`src/rtl/busarb_pkg.sv`:
```
`timescale 1ns/1ps
package busarb_pkg;

    localparam int unsigned ARB_SYNC_STAGES = 2;

    typedef enum logic [1:0] {
        ARB_OWN   = 2'd0,
        ARB_GRANT = 2'd1,
        ARB_OTHER = 2'd2
    } arb_state_e;

    typedef struct packed {
        arb_state_e st;
        logic       bg_n;
        logic       hold;
        logic       oe;
    } arb_regs_t;

    localparam arb_regs_t ARB_RESET = '{st: ARB_OWN, bg_n: 1'b1, hold: 1'b0, oe: 1'b1};

endpackage

```
`src/rtl/busarb_sync.sv`:
```
`timescale 1ns/1ps
module busarb_sync #(
    parameter int unsigned WIDTH   = 1,
    parameter int unsigned STAGES  = 2,
    parameter logic [WIDTH-1:0] RST_VAL = '1
) (
    input  logic             clk,
    input  logic             rst_n,
    input  logic [WIDTH-1:0] d,
    output logic [WIDTH-1:0] q
);
    logic [STAGES-1:0][WIDTH-1:0] pipe_d, pipe_q;

    always_comb begin
        pipe_d[0] = d;
        for (int i = 1; i < STAGES; i++) begin
            pipe_d[i] = pipe_q[i-1];
        end
    end

    always_ff @(posedge clk or negedge rst_n) begin
        if (!rst_n) pipe_q <= {STAGES{RST_VAL}};
        else        pipe_q <= pipe_d;
    end

    assign q = pipe_q[STAGES-1];

endmodule

```
`src/rtl/busarb_fsm.sv`:
```
`timescale 1ns/1ps
module busarb_fsm
    import busarb_pkg::*;
#(
    parameter bit TWO_WIRE = 1'b0
) (
    input  logic clk,
    input  logic rst_n,
    input  logic req,      // synchronised request, active high
    input  logic ack_in,   // synchronised acknowledge, active high
    input  logic busy,
    output logic bg_n,
    output logic hold,
    output logic bus_oe
);
    arb_regs_t r_d, r_q;
    logic own_sig;

    // Ownership indicator: merged request line in two-wire mode.
    assign own_sig = TWO_WIRE ? req : ack_in;

    always_comb begin
        r_d = r_q;
        unique case (r_q.st)
            ARB_OWN:   if (req) r_d.st = ARB_GRANT;
            ARB_GRANT: begin
                if (own_sig && !busy)      r_d.st = ARB_OTHER;
                else if (!req && !own_sig) r_d.st = ARB_OWN;
            end
            ARB_OTHER: if (!own_sig) r_d.st = ARB_OWN;
            default:   r_d.st = ARB_OWN;
        endcase
        r_d.bg_n = (r_d.st != ARB_GRANT);
        r_d.hold = (r_d.st != ARB_OWN);
        r_d.oe   = (r_d.st != ARB_OTHER);
    end

    always_ff @(posedge clk or negedge rst_n) begin
        if (!rst_n) r_q <= ARB_RESET;
        else        r_q <= r_d;
    end

    assign bg_n   = r_q.bg_n;
    assign hold   = r_q.hold;
    assign bus_oe = r_q.oe;

    assert_oe_off_holds_R9: assert property (@(posedge clk) disable iff (!rst_n)
        !r_q.oe |-> r_q.hold);
    assert_grant_holds_R9: assert property (@(posedge clk) disable iff (!rst_n)
        !r_q.bg_n |-> r_q.hold);
    assert_busy_keeps_bus_R3: assert property (@(posedge clk) disable iff (!rst_n)
        (r_q.oe && busy) |=> r_q.oe);
    assert_release_after_grant_R4: assert property (@(posedge clk) disable iff (!rst_n)
        $fell(r_q.oe) |-> $past(!r_q.bg_n));
    assert_reclaim_on_release_R6: assert property (@(posedge clk) disable iff (!rst_n)
        $rose(r_q.oe) |-> $past(!own_sig));
    assert_withdraw_needs_no_req_R5: assert property (@(posedge clk) disable iff (!rst_n)
        ($rose(r_q.bg_n) && r_q.oe) |-> $past(!req));

endmodule

```
`src/rtl/busarb_ctrl.sv`:
```
`timescale 1ns/1ps
module busarb_ctrl
    import busarb_pkg::*;
#(
    parameter bit TWO_WIRE = 1'b0
) (
    input  logic clk,
    input  logic rst_n,
    input  logic br_n,
    input  logic bgack_n,
    input  logic busy,
    output logic bg_n,
    output logic hold,
    output logic bus_oe
);
    localparam int unsigned IN_W = 2;

    logic [IN_W-1:0] raw_in, sync_out;

    assign raw_in = {bgack_n, br_n};

    busarb_sync #(
        .WIDTH   (IN_W),
        .STAGES  (ARB_SYNC_STAGES),
        .RST_VAL ({IN_W{1'b1}})
    ) sync_i (
        .clk   (clk),
        .rst_n (rst_n),
        .d     (raw_in),
        .q     (sync_out)
    );

    busarb_fsm #(
        .TWO_WIRE (TWO_WIRE)
    ) fsm_i (
        .clk    (clk),
        .rst_n  (rst_n),
        .req    (~sync_out[0]),
        .ack_in (~sync_out[1]),
        .busy   (busy),
        .bg_n   (bg_n),
        .hold   (hold),
        .bus_oe (bus_oe)
    );

    assert_reset_state_R1: assert property (@(posedge clk)
        $rose(rst_n) |-> (bg_n && !hold && bus_oe));

endmodule

```
`config.mk`:
```
export PLATFORM = sky130hd
export DESIGN_NAME = busarb_ctrl
export DESIGN_NICKNAME = d
export VERILOG_FILES = /design/src/rtl/busarb_pkg.sv /design/src/rtl/busarb_sync.sv /design/src/rtl/busarb_fsm.sv /design/src/rtl/busarb_ctrl.sv
export SDC_FILE = /design/constraint.sdc
export NUM_CORES = 1
export LEC_CHECK = 0
export BUFFER_PORTS_ARGS = -buffer_cell sky130_fd_sc_hd__buf_4
export CAP_MARGIN = 15
export CORE_AREA = 2 2 39 41
export DETAILED_ROUTE_END_ITERATION = 6
export DIE_AREA = 0 0 41 43
export PLACE_DENSITY_LB_ADDON = 0.15
export SLEW_MARGIN = 20
export SYNTH_ARGS = -nofsm -noshare
export SYNTH_HDL_FRONTEND = slang
export SYNTH_HIERARCHICAL = 1
export SYNTH_SLANG_ARGS = --single-unit
export TNS_END_PERCENT = 50
```
`constraint.sdc`:
```
create_clock -name clk -period 1.4 [get_ports clk]
set_input_delay 0 -clock clk [delete_from_list [all_inputs] [get_ports clk]]
set_output_delay 0 -clock clk [all_outputs]
set_load 0.02 [all_outputs]
```
==> results.sh <==
export IMPL_grt_max_degree=10
export IMPL_fin_skew_ns=0.00338
export IMPL_ant_nets=0
export IMPL_clkSinkCount=9
export IMPL_relSlewSlack_pct=84.6
export IMPL_ys_ff_latch=9
export IMPL_drt_initial_drc_count=2
export IMPL_die_h_um=43
export IMPL_htree_num_levels=1
export IMPL_worstSetupPathType="reg -> reg"
export IMPL_hold_slack_ns=0.0654
export IMPL_grt_antenna_before_repair=0
export IMPL_power_total_uw=573
export IMPL_max_freq_mhz=979
export IMPL_synth_distinct_cells=12
export IMPL_worstMarginPinSlew_ns=0.229
export IMPL_gr_total_overflow=0
export IMPL_clkTransAtPathRegs_ns=0.06
export IMPL_cts_buffers=3
export IMPL_vias=202
export IMPL_die_area_mm2=0.00176
export IMPL_crit_required_ns=1.54
export IMPL_setup_viol=0
export IMPL_worst_endpoint_arrival_ns=1.17
export IMPL_die_w_um=41
export IMPL_clockBufferDepth=2
export IMPL_start_util_pct=23.1
export IMPL_routedWlPerCell_um=8.42
export IMPL_drive_gt1_share_pct=47.2
export IMPL_dp_hpwl_um=324
export IMPL_synth_area_um2=319
export IMPL_post_cts_buffers=0
export IMPL_fin_nets=42
export IMPL_dr_pass1_iters=2
export IMPL_rows=14
export IMPL_peakVddDrop_uv=416
export IMPL_grt_pass1_vias=189
export IMPL_yosys_warnings=6
export IMPL_cts_tree="built"
export IMPL_start_kind="register"
export IMPL_hold_buffers=3
export IMPL_avgSynthCellArea_um2=14.5
export IMPL_finalMaxSlewViolations=0
export IMPL_seq_area_frac_synth_pct=72.9
export IMPL_hold_violations=0
export IMPL_status="complete, no violations"
export IMPL_antennaDiodeCount=0
export IMPL_endpoint_kind="register"
export IMPL_vias_per_cell=3.88
export IMPL_finalCritPeriodShare_pct=73.0
export IMPL_min_path_type="in -> reg"
export IMPL_core_area_mm2=0.00138
export IMPL_crit_fanout=5
export IMPL_wl_um=438
export IMPL_finalCriticalPeriod_ns=1.02
export IMPL_ioPinCount=8
export IMPL_grt_usage_pct=6.50
export IMPL_rsz0062_at_grt="no"
export IMPL_grt_pass1_wl_um=752
export IMPL_gp_congestion=0.709
export IMPL_finalSetupTns_ns=0
export IMPL_syn_nets=27
export IMPL_numPortBuffers=7
export IMPL_insertion_delay_ns=0.25
export IMPL_drc=0
export IMPL_synth_cells=22
export IMPL_leakage_nw=0.204
export IMPL_area_growth_pct=40.4
export IMPL_pwr_density_cell_mw_per_mm2=1280
export IMPL_cts_resized=0
export IMPL_root_buffer="clkbuf_4"
export IMPL_max_cap_violations=0
state kept, by name, summed over array words and instances (netlist names):
| signal | count |
|---|---|
| fsm_i/r_q | 2 |
| fsm_i/bus_oe | 1 |
| fsm_i/bg_n | 1 |
| fsm_i/hold | 1 |
| sync_i/q | 2 |
| sync_i/pipe_d | 2 |
layer usage:
layer	GRT usage [%]	vias up	share of wire, %
li1	-	100	-
met1	8.36	96	47
met2	8.44	6	46
met3	3.14	0	7.3
met4	4.00	0	0
met5	0	-	0
metrics by stage:
step | instance area [um^2] | setup WS (ns) | std cells | utilization (%)
2_1_floorplan | 319 | 0.417 | 22 | -
3_3_place_gp | 392 | 0.378 | 45 | 28.3
3_5_place_dp | 392 | 0.378 | 45 | 28.3
4_1_cts | 448 | 0.367 | 52 | 32.4
5_1_grt | 448 | 0.306 | 52 | 32.4
6_report | 448 | 0.379 | 52 | 32.4
path summary, 6_finish.rpt:
check,startpoint,end,slack (ns),cells after the start
max in group asynchronous,rst_n,sync_i/pipe_d[3],1.09,2
setup reg to reg,sync_i/q[1],fsm_i/r_q[3],0.38,3
hold reg to reg,sync_i/pipe_d[2],sync_i/q[0],0.35,0
min in group asynchronous,rst_n,fsm_i/r_q[3],0.10,2
setup / recovery,sync_i/q[1],fsm_i/r_q[3],0.38,3
hold / removal,busy,fsm_i/bus_oe,0.07,3
area by class of cell:
cell class,instances,area [um^2]
sequential,9,233
fill,139,936
multi-input combinational,10,75.1
clock buffer,4,26.3
timing repair buffer,10,82.6
tap,16,20.0
inverter,3,11.3
synthesized netlist by cell type:
master    number  area share (%)
nor2b_1        1             2.0
o21ai_0        1             1.6
a21boi_0       1             2.4
inv_1          3             3.5
o21ai_1        1             1.6
xor2_1         1             2.7
a22o_1         1             2.7
dfrtp_1        3              24
o21a_1         2             4.7
dfstp_2        6              49
nor3b_2        1             3.9
and3_1         1             2.0
report_power, final:
group	switching (mW)	internal [mW]	total (mW)
clock network	0.0837	0.109	0.193
registers	0.0112	0.291	0.302
logic	0.0365	0.0414	0.0779
cell families (layout without fill, tap and decap cells):
family	count (synthesis)	after routing	share of synthesized area, %
compound gates	6	6	12.9
simple gates	3	3	7.85
xor+xnor	1	1	2.75
flops	9	9	72.9
buf+inv	3	17	3.53
layout by cell type (no fill, tap or decap):
cell type      Yosys  final
nor3b_2            1      1
dfrtp_1            3      3
o21a_1             2      2
dfstp_2            6      6
buf_4              0      7
dlygate4sd3_1      0      3
and3_1             1      1
o21ai_1            1      1
a22o_1             1      1
inv_1              3      3
clkbuf_1           0      1
nor2b_1            1      1
a21boi_0           1      1
o21ai_0            1      1
clkbuf_4           0      3
xor2_1             1      1
critical path, cell delays in order, from the launching register on:
cell	delay [ns]
dfstp_2	0.51
inv_1	0.07
and3_1	0.16
o21a_1	0.18
Note: power is estimated with default switching activity, not from simulation.
